File: config.mk
export PLATFORM = sky130hd
export DESIGN_NAME = irpd_decoder
export DESIGN_NICKNAME = d
export VERILOG_FILES = /design/src/rtl/irpd_pkg.sv /design/src/rtl/irpd_edge_sync.sv /design/src/rtl/irpd_ticker.sv /design/src/rtl/irpd_shifter.sv /design/src/rtl/irpd_decoder.sv
export SDC_FILE = /design/constraint.sdc
export NUM_CORES = 1
export LEC_CHECK = 0
export ABC_AREA = 1
export BUFFER_PORTS_ARGS = -buffer_cell sky130_fd_sc_hd__clkbuf_2
export CAP_MARGIN = 20
export CORE_UTILIZATION = 34
export DETAILED_ROUTE_END_ITERATION = 10
export GPL_TIMING_DRIVEN = 1
export SYNTH_ARGS = -nofsm -noshare
export SYNTH_HDL_FRONTEND = slang
export SYNTH_SLANG_ARGS = --single-unit
File: constraint.sdc
create_clock -name clk -period 2 [get_ports clk]
set_input_delay 0.1 -clock clk [delete_from_list [all_inputs] [get_ports clk]]
set_output_delay 0.1 -clock clk [all_outputs]
set_load 0.01 [all_outputs]
File: src/rtl/irpd_pkg.sv
package irpd_pkg;

  typedef enum logic [1:0] {
    ST_IDLE,
    ST_LEAD_LOW,
    ST_LEAD_GAP,
    ST_DATA
  } irpd_state_e;

  typedef struct packed {
    logic        ok;
    logic [31:0] code;
  } irpd_result_t;

  localparam longint LEAD_US = 2400;
  localparam longint ONE_US  = 1800;
  localparam logic [31:0] NO_CODE = 32'hFFFF_FFFF;

  function automatic longint us_to_ticks(longint us, longint clk_hz, longint pre);
    return (us * clk_hz / 64'd1000000) / pre;
  endfunction

  function automatic longint zero_us(bit fb);
    return fb ? 64'd1200 : 64'd3600;
  endfunction

  function automatic longint timeout_us(bit fb);
    return fb ? 64'd50000 : 64'd200000;
  endfunction

  function automatic int n_bits(bit fb);
    return fb ? 20 : 32;
  endfunction

  function automatic int n_leads(bit fb);
    return fb ? 1 : 2;
  endfunction

  // Interpret a completed word for the selected framing.
  function automatic irpd_result_t frame_code(bit fb, logic [31:0] w);
    irpd_result_t r;
    if (!fb) begin
      r.ok   = ((w[31:24] ^ w[23:16]) == 8'hFF) && ((w[15:8] ^ w[7:0]) == 8'hFF);
      r.code = {16'h0000, w[31:24], w[15:8]};
    end else begin
      r.ok   = 1'b1;
      r.code = {11'h000, w[20:12], 1'b0, w[11:1]};
    end
    return r;
  endfunction

endpackage

File: src/rtl/irpd_edge_sync.sv
module irpd_edge_sync (
  input  logic clk,
  input  logic rst_n,
  input  logic ir_in,
  output logic fall_o,
  output logic rise_o
);
  logic s1, s2, s3;

  always_ff @(posedge clk or negedge rst_n) begin
    if (!rst_n) begin
      s1 <= 1'b1;
      s2 <= 1'b1;
      s3 <= 1'b1;
    end else begin
      s1 <= ir_in;
      s2 <= s1;
      s3 <= s2;
    end
  end

  assign fall_o = s3 & ~s2;
  assign rise_o = ~s3 & s2;
endmodule

File: src/rtl/irpd_ticker.sv
module irpd_ticker #(
  parameter int          PRESCALE = 64,
  parameter int          TW       = 18,
  parameter logic [TW-1:0] LIMIT  = '1
) (
  input  logic          clk,
  input  logic          rst_n,
  input  logic          restart_i,
  output logic [TW-1:0] ticks_o,
  output logic          expired_o
);
  logic [TW-1:0] ticks;

  generate
    if (PRESCALE == 1) begin : g_direct
      always_ff @(posedge clk or negedge rst_n) begin
        if (!rst_n)               ticks <= '0;
        else if (restart_i)       ticks <= TW'(1);
        else if (ticks != '1)     ticks <= ticks + TW'(1);
      end
    end else begin : g_scaled
      localparam int PW = $clog2(PRESCALE);
      logic [PW-1:0] pcnt;
      always_ff @(posedge clk or negedge rst_n) begin
        if (!rst_n) begin
          pcnt  <= '0;
          ticks <= '0;
        end else if (restart_i) begin
          pcnt  <= PW'(1);
          ticks <= '0;
        end else if (pcnt == PW'(PRESCALE - 1)) begin
          pcnt <= '0;
          if (ticks != '1) ticks <= ticks + TW'(1);
        end else begin
          pcnt <= pcnt + PW'(1);
        end
      end
    end
  endgenerate

  assign ticks_o   = ticks;
  assign expired_o = (ticks >= LIMIT);
endmodule

File: src/rtl/irpd_shifter.sv
module irpd_shifter #(
  parameter bit FRAMING = 1'b0
) (
  input  logic        clk,
  input  logic        rst_n,
  input  logic        clear_i,
  input  logic        shift_i,
  input  logic        bit_i,
  output logic [31:0] word_nxt_o
);
  logic [31:0] sr;

  generate
    if (FRAMING == 1'b0) begin : g_msb_first
      assign word_nxt_o = {sr[30:0], bit_i};
    end else begin : g_lsb_first
      logic [31:0] shifted;
      always_comb begin
        shifted     = {1'b0, sr[31:1]};
        shifted[20] = shifted[20] | bit_i;
      end
      assign word_nxt_o = shifted;
    end
  endgenerate

  always_ff @(posedge clk or negedge rst_n) begin
    if (!rst_n)       sr <= '0;
    else if (clear_i) sr <= '0;
    else if (shift_i) sr <= word_nxt_o;
  end
endmodule

File: src/rtl/irpd_decoder.sv
module irpd_decoder import irpd_pkg::*; #(
  parameter int unsigned CLK_HZ   = 50_000_000,
  parameter int unsigned PRESCALE = 64,
  parameter bit          FRAMING  = 1'b0
) (
  input  logic        clk,
  input  logic        rst_n,
  input  logic        ir_in,
  input  logic        en,
  output logic [31:0] code_o,
  output logic        code_valid_o,
  output logic        frame_err_o
);
  localparam longint L_LEAD = us_to_ticks(LEAD_US, CLK_HZ, PRESCALE);
  localparam longint L_ONE  = us_to_ticks(ONE_US, CLK_HZ, PRESCALE);
  localparam longint L_ZERO = us_to_ticks(zero_us(FRAMING), CLK_HZ, PRESCALE);
  localparam longint L_TO   = us_to_ticks(timeout_us(FRAMING), CLK_HZ, PRESCALE);
  localparam longint L_SHORT = (L_ONE < L_ZERO) ? L_ONE : L_ZERO;
  localparam longint L_LONG  = (L_ONE < L_ZERO) ? L_ZERO : L_ONE;
  localparam int     TW = $clog2(L_TO + 1) + 1;
  localparam logic [TW-1:0] LEAD_MIN = TW'(L_LEAD * 3 / 4);
  localparam logic [TW-1:0] LEAD_MAX = TW'(L_LEAD * 5 / 4);
  localparam logic [TW-1:0] BIT_MIN  = TW'(L_SHORT * 3 / 4);
  localparam logic [TW-1:0] BIT_MAX  = TW'(L_LONG * 5 / 4);
  localparam logic [TW-1:0] BIT_MID  = TW'((L_ONE + L_ZERO) / 2);
  localparam logic [TW-1:0] TO_T     = TW'(L_TO);
  localparam bit LONG_IS_ONE = (L_ONE > L_ZERO);
  localparam int NB = n_bits(FRAMING);
  localparam int NL = n_leads(FRAMING);

  irpd_state_e   state;
  logic [1:0]    lead_cnt;
  logic [5:0]    bit_cnt;
  logic          fall, rise, expired;
  logic [TW-1:0] ticks;
  logic [31:0]   word_nxt;
  irpd_result_t  res;

  // Named internal events, also observed by the checker.
  logic st_idle, busy, restart, bit_val;
  logic ev_lead_begin, ev_lead_end, ev_lead_ok, ev_lead_bad;
  logic ev_bit_edge, ev_bit, ev_bit_bad, ev_done, ev_timeout;
  logic ev_check_fail, ev_abort;

  irpd_edge_sync u_sync (
    .clk(clk), .rst_n(rst_n), .ir_in(ir_in), .fall_o(fall), .rise_o(rise)
  );

  irpd_ticker #(.PRESCALE(PRESCALE), .TW(TW), .LIMIT(TO_T)) u_tick (
    .clk(clk), .rst_n(rst_n), .restart_i(restart), .ticks_o(ticks), .expired_o(expired)
  );

  irpd_shifter #(.FRAMING(FRAMING)) u_shift (
    .clk(clk), .rst_n(rst_n), .clear_i(ev_lead_ok), .shift_i(ev_bit),
    .bit_i(bit_val), .word_nxt_o(word_nxt)
  );

  always_comb begin
    st_idle       = (state == ST_IDLE);
    busy          = en && !st_idle;
    ev_timeout    = busy && expired;
    ev_lead_begin = en && fall && (st_idle || (state == ST_LEAD_GAP && !expired));
    ev_lead_end   = en && rise && (state == ST_LEAD_LOW) && !expired;
    ev_lead_ok    = ev_lead_end && (ticks > LEAD_MIN) && (ticks < LEAD_MAX);
    ev_lead_bad   = ev_lead_end && !ev_lead_ok;
    ev_bit_edge   = en && fall && (state == ST_DATA) && !expired;
    ev_bit        = ev_bit_edge && (ticks > BIT_MIN) && (ticks < BIT_MAX);
    ev_bit_bad    = ev_bit_edge && !ev_bit;
    bit_val       = (ticks > BIT_MID) ? LONG_IS_ONE : !LONG_IS_ONE;
    ev_done       = ev_bit && (bit_cnt == 6'(NB - 1));
    res           = frame_code(FRAMING, word_nxt);
    ev_check_fail = ev_done && !res.ok;
    ev_abort      = ev_timeout || ev_lead_bad || ev_bit_bad;
    restart       = ev_lead_begin || ev_lead_end || ev_bit_edge;
  end

  always_ff @(posedge clk or negedge rst_n) begin
    if (!rst_n) begin
      state    <= ST_IDLE;
      lead_cnt <= '0;
      bit_cnt  <= '0;
    end else if (!en) begin
      state    <= ST_IDLE;
      lead_cnt <= '0;
      bit_cnt  <= '0;
    end else begin
      unique case (state)
        ST_IDLE: begin
          lead_cnt <= '0;
          bit_cnt  <= '0;
          if (ev_lead_begin) state <= ST_LEAD_LOW;
        end
        ST_LEAD_LOW: begin
          if (ev_timeout || ev_lead_bad) begin
            state <= ST_IDLE;
          end else if (ev_lead_ok) begin
            lead_cnt <= lead_cnt + 2'd1;
            state    <= (lead_cnt == 2'(NL - 1)) ? ST_DATA : ST_LEAD_GAP;
          end
        end
        ST_LEAD_GAP: begin
          if (ev_timeout)         state <= ST_IDLE;
          else if (ev_lead_begin) state <= ST_LEAD_LOW;
        end
        ST_DATA: begin
          if (ev_timeout || ev_bit_bad || ev_done) state <= ST_IDLE;
          else if (ev_bit) bit_cnt <= bit_cnt + 6'd1;
        end
        default: state <= ST_IDLE;
      endcase
    end
  end

  always_ff @(posedge clk or negedge rst_n) begin
    if (!rst_n) begin
      code_o       <= NO_CODE;
      code_valid_o <= 1'b0;
      frame_err_o  <= 1'b0;
    end else begin
      frame_err_o <= ev_abort || ev_check_fail;
      if (!en || ev_lead_ok) begin
        code_o       <= NO_CODE;
        code_valid_o <= 1'b0;
      end else if (ev_done) begin
        code_o       <= res.ok ? res.code : NO_CODE;
        code_valid_o <= res.ok;
      end
    end
  end
endmodule

; Yosys cells after proc, flatten, opt, wreduce, memory -nomap -nowiden
; Cells that the tools add are included.
[classes]
muxes = 29
bitwise_logic = 6
addsub = 4
n_reduce_logical = 43
order_cmp = 6
n_eq_ne = 17
[op_table]
columns = operator, n
row1 = $mux 32, 3
row2 = $mux 31, 2
row3 = $mux 19, 3
row4 = $gt 19x11->1 const B, 2
row5 = $lt 19x12->1 const B, 2
row6 = $mux 6, 5
row7 = $add 19x1->19 const B, 1
row8 = $ge 19x18->1 const B, 1
row9 = $gt 19x12->1 const B, 1
row10 = $logic_and 1x1->1, 19
row11 = $ne 19x19->1 const B, 1
row12 = $mux 2, 9
row13 = $eq 8x8->1 const B, 2
row14 = $xor 8x8->8, 2
row15 = $add 6x1->6 const B, 2
row16 = $ne 3x3->1 const B, 4
row17 = $pmux 6 s2, 1
row18 = $logic_or 1x1->1, 9
row19 = $pmux 2 s4, 1
row20 = $reduce_bool 2->1, 4
row21 = $eq 6x5->1 const B, 1
row22 = $eq 6x6->1 const B, 1
row23 = $logic_not 1->1, 6
row24 = $ne 3x1->1 const B, 2
row25 = other kinds (12), 21
[totals]
out_inout_bits = 34
wordCells = 117
input_bits = 4
register_bits = 103

; Logic depth before layout (Yosys ltp)
; Gate-level depths: netlist of run 1.
[depth]
word_depth = 14
mapped_depth = 15
mapped_depth_nobuf = 15

; Hierarchy
; Synthesis of run 1 repeated with hierarchy kept, for this count alone.
[hier_totals]
cells_unflattened = 683
hier_area_um2 = 5281.3
[by_module_without_submodules]
columns = module, cells_each, seq_area_each_um2, area_each_um2, n_inst
row1 = irpd_decoder, 308, 747.0, 2125.8, 1
row2 = irpd_ticker, 232, 625.6, 1775.5, 1
row3 = irpd_shifter, 136, 775.7, 1286.2, 1
row4 = irpd_edge_sync, 7, 78.8, 93.8, 1

; Least setup slack after synthesis of run 1
; OpenSTA, ideal clock, no wires.
[synth_timing]
path_kind = reg2reg
startpoint = reg u_tick.ticks[15], in the netlist u_tick.ticks_o[15]
endpoint = reg u_shift.sr[1]
setup_time_ps = 117
synth_period_minus_slack_ps = 1877
setup_slack_ps = 123
t_required_ps = 1883
arrival_time_ps = 1759
n_path_buf = 1
stages_incl_launch_ff = 13
path_cell_list = dfrtp_1 -> nor2_2 -> nand2_2 -> nor2_4 -> nand3_1 -> nand2_1 -> a21boi_2 -> nand4_4 -> nand2_4 -> inv_4 -> buf_6 -> nand2_1 -> nand2_1
[synth_via]
elab_chain_cells = 6
elab_cells_between_ends = 14
classes_between = order compare: 5 / mux: 1 / reduce/logical: 8
[synth_lines]
columns = item, line
row1 = "start, declared", irpd_ticker.sv:12  ; logic [TW-1:0] ticks;
row2 = "start signal, assigned", irpd_ticker.sv:33  ; if (ticks != '1) ticks <= ticks + TW'(1);
row3 = $ge 19x18->1, irpd_ticker.sv:42  ; assign expired_o = (ticks >= LIMIT);
row4 = $logic_not 1->1, "irpd_decoder.sv:63, irpd_decoder.sv:66"
row5 = "$logic_and 1x1->1, on equally long branches", "irpd_decoder.sv:63, irpd_decoder.sv:66"
row6 = "$logic_and 1x1->1, on equally long branches (2 in a row)", "irpd_decoder.sv:64, irpd_decoder.sv:67"
row7 = $mux 31 / $reduce_bool 2->1 (equally long branches), n/a
row8 = "end signal, assigned", irpd_shifter.sv:29  ; else if (shift_i) sr <= word_nxt_o;
row9 = "end, declared", irpd_shifter.sv:11  ; logic [31:0] sr;
; Several ways; a longest one is shown, not always the timed one.
; A chain may end at the register's enable or synchronous reset.

; Final worst setup path of run 1
[layout_timing]
startpoint = reg u_tick.ticks[7], in the netlist u_tick.ticks_o[7]
endpoint = reg u_tick.ticks[6], in the netlist u_tick.ticks_o[6]
[layout_via]
elab_chain_cells = 9
elab_cells_between_ends = 14
classes_between = order compare: 1 / eq/ne: 1 / mux: 1 / reduce/logical: 11
[layout_lines]
columns = item, line
row1 = $ge 19x18->1, irpd_ticker.sv:42
row2 = $logic_not 1->1, "irpd_decoder.sv:62, irpd_decoder.sv:63, irpd_decoder.sv:66"
row3 = $logic_and 1x1->1, irpd_decoder.sv:62  ; ev_lead_begin = en && fall && (st_idle || (state == ST_LEAD_GAP && !expired));
row4 = $logic_or 1x1->1, irpd_decoder.sv:62
row5 = $logic_and 1x1->1, irpd_decoder.sv:62
row6 = $logic_or 1x1->1 (2 in a row), irpd_decoder.sv:74  ; restart = ev_lead_begin || ev_lead_end || ev_bit_edge;
row7 = $reduce_bool 2->1 (no source line), n/a
row8 = $reduce_and 2->1 (no source line), n/a
; Several ways; a longest one is shown, not always the timed one.

==> impl_metrics.csv, run 1 <==
group,metric,value,unit
status,status,"finished, violations left",
status,violations,"setup timing",
placement,dp_slack,-0.0589,ns
yosys,yosysUniqueCellTypes,38,
finish,stdcell_area,7490,um2
setup_path,critPathKind,"register to register",
timing,setup_viol_count_final,28,
clock_tree,tritoncts.num_buffers,9,
finish,syn_to_final_growth,39.9,%
timing,worst_pin_slew,0.383,ns
setup_path,worstRegToRegCells,15,
detailed_routing,dr.pass1.iters,4,
setup_path,crit_required,2.28,ns
clock_tree,h-tree-depth,3,
timing,max_freq,0.487,GHz
finish,final_common_cell,"nand2_1",
placement,port_buffers,37,
floorplanning,die_h,128,um
global_route,grt_pass1_wl,21.9,mm
pwr,p_leak,0.00345,uW
floorplanning,initial_core_util,35.0,%
detailed_routing,via_count,4865,
yosys,ys_ff_latch,88,
floorplanning,core,15300,um2
min_path,hold_start,"en",
finish,antennaDiodeCount,0,
yosys,synthCells,678,
clock_tree,clock_latency,0.35,ns
detailed_routing,avgViaCountPerCell,4.82,
yosys,yosys_warnings,0,
timing,setup-tns-final,-0.445,ns
detailed_routing,drc,0,
detailed_routing,drt-total-wl,14.5,mm
global_route,grt_max_degree,46,
clock_tree,root_buffer,"clkbuf_16",
placement,dpl_cell_area,6090,um2
placement,routabilityCongestion,0.865,
clock_tree,cts_tree,"done",
clock_tree,cts.clk_slew.worst_paths,0.07,ns
setup_path,r2r-end,"u_tick.ticks_o[6]$_DFFE_PN0P_",
setup_path,cp-startpoint,"u_tick.ticks_o[7]$_DFFE_PN0P_",
timing,hold_viol,0,
timing,hold-worst-slack,0.0609,ns
setup_path,r2r_start,"u_tick.ticks_o[7]$_DFFE_PN0P_",
finish,nets,803,
finish,fillCellCount,1439,
setup_path,crit_fanout,6,
detailed_routing,antenna_left,0,
clock_tree,numClockSinks,88,
yosys,avgSynthCellArea,7.90,um2
clock_tree,cts.path.max_buffers,2,
timing,fin_skew,0.00810,ns
global_route,first_global_vias,4417,
pwr,p_per_area,823,nW/um2
flow_run,drv_cap,0,
setup_path,r2r_slack,-0.05,ns
yosys,synth-seq-area-share,41.6,%
floorplanning,pin_count,38,
floorplanning,chipWidth,128,um
finish,utilization,48.9,%
timing,relSlewSlack,74.2,%
yosys,synth_area,5360,um2
setup_path,end_kind,"register",
min_path,hold_path_class,"primary input to register",
setup_path,cp.arrival,2.33,ns
timing,worst_slack,-0.0528,ns
placement,dp_hpwl,9.19,mm
floorplanning,die-area,16300,um2
global_route,grt_remaining_overflow,0,
detailed_routing,wl_per_cell,14.3,um
pwr,irDropWorstVdd,0.433,mV
global_route,grt_usage,17.0,%
setup_path,startpoint_type,"register",
yosys,synth_nets,688,
timing,rsz0062_at_grt,"true",
finish,layout_common_cells,"101 x nand2_1, 68 x inv_1, 68 x buf_4, 54 x dfrtp_1, 52 x nor2_1",
timing,min_period,2.05,ns
global_route,antenna_found_initial,0,
timing,drv_slew,0,
timing,finalCritPeriodShare,103,%
finish,layout-drive-gt1-share,45.4,%
setup_path,endpoint,"u_tick.ticks_o[6]$_DFFE_PN0P_",
floorplanning,rows,45,
detailed_routing,drtIter0Drc,253,
[Yosys cell counts, drive strengths merged]
| cell | instances | area share, % |
|---|---|---|
| nand2 | 154 | 11 |
| inv | 94 | 6.6 |
| nor2 | 75 | 6.5 |
| nand3 | 69 | 7.6 |
| dfrtp | 68 | 32 |
| o21ai | 59 | 6.3 |
| buf | 33 | 4.8 |
| xor2 | 24 | 3.9 |
| a21oi | 23 | 2.2 |
| dfstp | 20 | 9.8 |
| nand4 | 15 | 2.3 |
| nor3 | 13 | 1.4 |
| nand3b | 7 | 1.2 |
| xnor2 | 7 | 1.1 |
| ha | 6 | 1.4 |
| nor4 | 4 | 0.47 |
| o31ai | 3 | 0.42 |
| a21boi | 1 | 0.21 |
| a31o | 1 | 0.16 |
| nor3b | 1 | 0.14 |
| o211a | 1 | 0.19 |
[worst max-delay path: stages (launching register included)]
cell and delay, ns:
dfrtp_2 0.45, buf_6 0.14, inv_4 0.05, nand2_2 0.04, a21oi_2 0.11, nand2_1 0.07, nand2_2 0.08, nand3_4 0.10
nor2_4 0.20, nor2_2 0.07, nand2_2 0.11, clkinv_4 0.10, nand2_8 0.11, clkbuf_16 0.17, nand2_4 0.04, a21oi_2 0.12
[power breakdown]
part | internal [uW] | total, uW | switching, uW
Clock | 1020 | 1790 | 765
Combinational | 937 | 2150 | 1220
Sequential | 1980 | 2220 | 239
[layout make-up]
cell class              instances  area [um2]  share of cell area (%)
multi-input cells             464        3050                    40.8
flip-flops and latches         88        2240                    30.0
repair buffers                136        1240                    16.6
inverters                      94         370                    4.94
well taps                     211         264                    3.52
clock buffers                  10         239                    3.19
clock inverters                 6        75.1                    1.00
[flip-flops by register name (all words and copies together) (netlist names)]
name and cells:
u_shift.sr 31, u_tick.ticks_o 19, code_o 17, bit_cnt 6, u_tick.g_scaled.pcnt 6, lead_cnt 2, state 2, code_valid_o 1
frame_err_o 1, u_sync.s1 1, u_sync.s2 1, u_sync.s3 1
[stage by stage]
stage / cells / power [uW]
finish: 1009 / 6170
global placement: 953 / 3780
detailed placement: 953 / 3780
floorplan: 678 / 3200
global route: 1009 / 6500
CTS: 972 / 5630
[what timing repair did]
| action | 4_1_cts | 5_1_grt |
|---|---|---|
| hold buffers | 2 | 0 |
| resized for setup | 6 | 172 |
| hold endpoints to repair | 21 | 0 |
| pin swaps | 7 | 53 |
| buffers inserted | 1 | 26 |
| cloned | 0 | 12 |
| endpoints found under the setup margin | 26 | 81 |
[kinds of logic after synthesis]
kind of cell / synth area share (%)
simple gates: 31.0
buf+inv: 11.4
compound gates: 9.49
flops: 41.6
xor+xnor: 5.07
fa+ha+maj: 1.40
[routing by layer]
| metal | GRT usage (%) | vias up | wire length [um] | part of all wire [%] |
|---|---|---|---|---|
| met5 | 0 | - | 0 | 0 |
| met4 | 4.90 | 0 | 264 | 1.8 |
| met3 | 3.35 | 20 | 415 | 2.9 |
| met2 | 26.2 | 84 | 6860 | 47 |
| met1 | 24.0 | 2356 | 6920 | 48 |
| li1 | - | 2405 | - | - |
[how the worst min path moves through the flow]
| stage | cells after the start | end |
|---|---|---|
| 2_1_floorplan | 0 | bit_cnt[0]$_DFFE_PN0P_ |
| 3_3_place_gp | 1 | u_tick.ticks_o[13]$_DFFE_PN0P_ |
| 3_5_place_dp | 1 | u_tick.ticks_o[13]$_DFFE_PN0P_ |
| 4_1_cts | 3 | state[1]$_DFFE_PN0P_ |
| 5_1_grt | 3 | state[0]$_DFFE_PN0P_ |
| 6_report | 3 | state[1]$_DFFE_PN0P_ |
Note: power is estimated with default switching activity, not from simulation.
==> run 2, diff against run 1 <==
--- a/config.mk
+++ b/config.mk
@@ -8,9 +8,10 @@
 export ABC_AREA = 1
 export BUFFER_PORTS_ARGS = -buffer_cell sky130_fd_sc_hd__clkbuf_2
 export CAP_MARGIN = 20
-export CORE_UTILIZATION = 34
+export CORE_UTILIZATION = 55
 export DETAILED_ROUTE_END_ITERATION = 10
 export GPL_TIMING_DRIVEN = 1
+export PLACE_DENSITY = 0.77
 export SYNTH_ARGS = -nofsm -noshare
 export SYNTH_HDL_FRONTEND = slang
 export SYNTH_SLANG_ARGS = --single-unit
==> run 2 against run 1 <==
The run still ends with setup timing left. Utilization up 25 points. Clock skew grew 0.0072 ns. Largest power group unchanged. Sequential share of layout area grew 2.6 points. Worst setup slack worse by 0.052 ns. Via count up 5.1%. Sequential power barely moved. Critical path depth is 1 lower.
==> impl_metrics.csv, run 2 (synthesis gave the netlist of run 1 again) <==
group,metric,value,unit
pwr,total_power,5520,uW
floorplanning,initial_core_util,57.4,%
clock_tree,cts.path.max_buffers,2,
pwr,irDropWorstVdd,0.448,mV
min_path,hold_path_class,"primary input to async pin",
finish,final_common_cell,"nand2_1",
clock_tree,h-tree-depth,3,
setup_path,worst_path_most_repeated_cell,"inv_4",
setup_path,end_kind,"register",
clock_tree,root_buffer,"clkbuf_8",
setup_path,worstPathCellList,"buf_6, inv_4, nand4_1, nor2_1, nand3_2, nand3_4, nor2_4, nor2_2, nand2_2, inv_4, nand2_8, clkbuf_16, nand2_1, o21ai_1",
finish,nets,782,
finish,layout-drive-gt1-share,39.5,%
setup_path,startpoint_type,"register",
floorplanning,rows,35,
finish,stdcell_area,6890,um2
floorplanning,core,9330,um2
setup_path,slowest_delay,0.44,ns
placement,port_buffers,37,
detailed_routing,avgViaCountPerCell,5.65,
placement,dpl_cell_area,5840,um2
floorplanning,pin_count,38,
timing,finalCritPeriodShare,105,%
global_route,grt_pass1_wl,21.2,mm
finish,layout_common_cells,"115 x nand2_1, 69 x inv_1, 58 x dfrtp_1, 53 x nor2_1, 53 x buf_4",
detailed_routing,wl_per_cell,16.8,um
timing,drv_slew,0,
detailed_routing,dr.pass1.iters,6,
detailed_routing,drt-total-wl,15.2,mm
global_route,grt_usage,26.8,%
setup_path,cp.arrival,2.37,ns
timing,max_freq,0.475,GHz
setup_path,crit_fanout,8,
setup_path,crit_required,2.27,ns
finish,utilization,73.9,%
clock_tree,cts_tree,"done",
pwr,p_per_area,801,nW/um2
timing,setup-tns-final,-3.64,ns
finish,final_cell_count_no_fill,906,
timing,setup_viol_count_final,69,
timing,worst_pin_slew,0.507,ns
placement,dp_cells,855,
global_route,grt_max_degree,59,
global_route,first_global_vias,4576,
status,status,"finished, violations left",
timing,rsz0062_at_grt,"true",
detailed_routing,drtIter0Drc,454,
timing,worst_slack,-0.105,ns
global_route,grt_remaining_overflow,0,
timing,hold_viol,0,
detailed_routing,via_count,5115,
placement,dp_hpwl,9.08,mm
placement,routabilityCongestion,0.957,
detailed_routing,drc,0,
setup_path,critPathKind,"register to register",
clock_tree,cts.clk_slew.worst_paths,0.10,ns
clock_tree,tritoncts.num_buffers,9,
pwr,p_leak,0.00326,uW
floorplanning,die-area,10100,um2
timing,min_period,2.10,ns
global_route,antenna_found_initial,0,
clock_tree,clock_latency,0.38,ns
finish,largest_register_ffs,31,
floorplanning,die_h,101,um
finish,top_register,"u_shift.sr",
setup_path,slowest_stage,"dfrtp_1",
status,violations,"setup timing",
finish,syn_to_final_growth,28.6,%
flow_run,drv_cap,0,
detailed_routing,antenna_left,0,
floorplanning,chipWidth,101,um
timing,fin_skew,0.0153,ns
finish,antennaDiodeCount,0,
timing,relSlewSlack,65.9,%
clock_tree,numClockSinks,88,
==> run 2: worst paths after layout <==
path                                          startpoint                              to  slack (ns)  cells past startpoint
setup / recovery           u_tick.ticks_o[5]$_DFFE_PN0P_  u_tick.ticks_o[12]$_DFFE_PN0P_       -0.10                     14
min in group clk                                   ir_in             u_sync.s1$_DFF_PN1_        0.35                      2
hold reg to reg                      u_sync.s1$_DFF_PN1_             u_sync.s2$_DFF_PN1_        0.37                      0
setup reg to reg           u_tick.ticks_o[5]$_DFFE_PN0P_  u_tick.ticks_o[12]$_DFFE_PN0P_       -0.10                     14
max in group asynchronous                          rst_n           code_o[5]$_DFFE_PN1P_        1.10                      3
hold / removal                                     rst_n  u_tick.ticks_o[13]$_DFFE_PN0P_        0.20                      2
==> run 2: power breakdown <==
part	total [uW]	internal, uW	switching (uW)
clock	1300	554	749
combinational	1990	822	1170
sequential	2220	1980	249
total	5520	3350	2170
==> run 2: cell type report <==
class	instances	area (um2)
timing repair buffer	115	1010
fill	638	2440
inverter	94	373
clock inverter	6	55.1
clock buffer	10	149
sequential	88	2240
multi-input combinational	464	2900
tap	129	161
==> run 2: per-stage QoR <==
| stage | worst slack (ns) | hold WS (ns) |
|---|---|---|
| 2_1_floorplan | 0.123 | -0.196 |
| 3_3_place_gp | -0.0326 | 0.0613 |
| 3_5_place_dp | -0.0497 | 0.0688 |
| 4_1_cts | 0.00196 | 0.215 |
| 5_1_grt | -0.212 | 0.237 |
| 6_report | -0.105 | 0.204 |
==> run 2: critical path: cells and delay by family, from the launching register on <==
family / cells / cell delay [ns]
buffers and inverters: 4 / 0.50
DFF: 1 / 0.44
and+or+nand+nor: 9 / 1.01
AOI/OAI and AO/OA: 1 / 0.06
==> run 2: per-layer routing <==
metal  wire, um  GRT usage, %
met1       6010          35.9
met2       7600          43.6
met3       1060          4.99
met4        561          9.92
met5          0             0
==> run 2: timing repair <==
action | in CTS | in global routing
setup endpoints to repair | 48 | 82
endpoints found under the hold margin | 32 | 0
setup buffers | 2 | 20
gates cloned | 0 | 10
pin swaps | 0 | 26
hold buffers | 3 | 0
resized for setup | 12 | 122
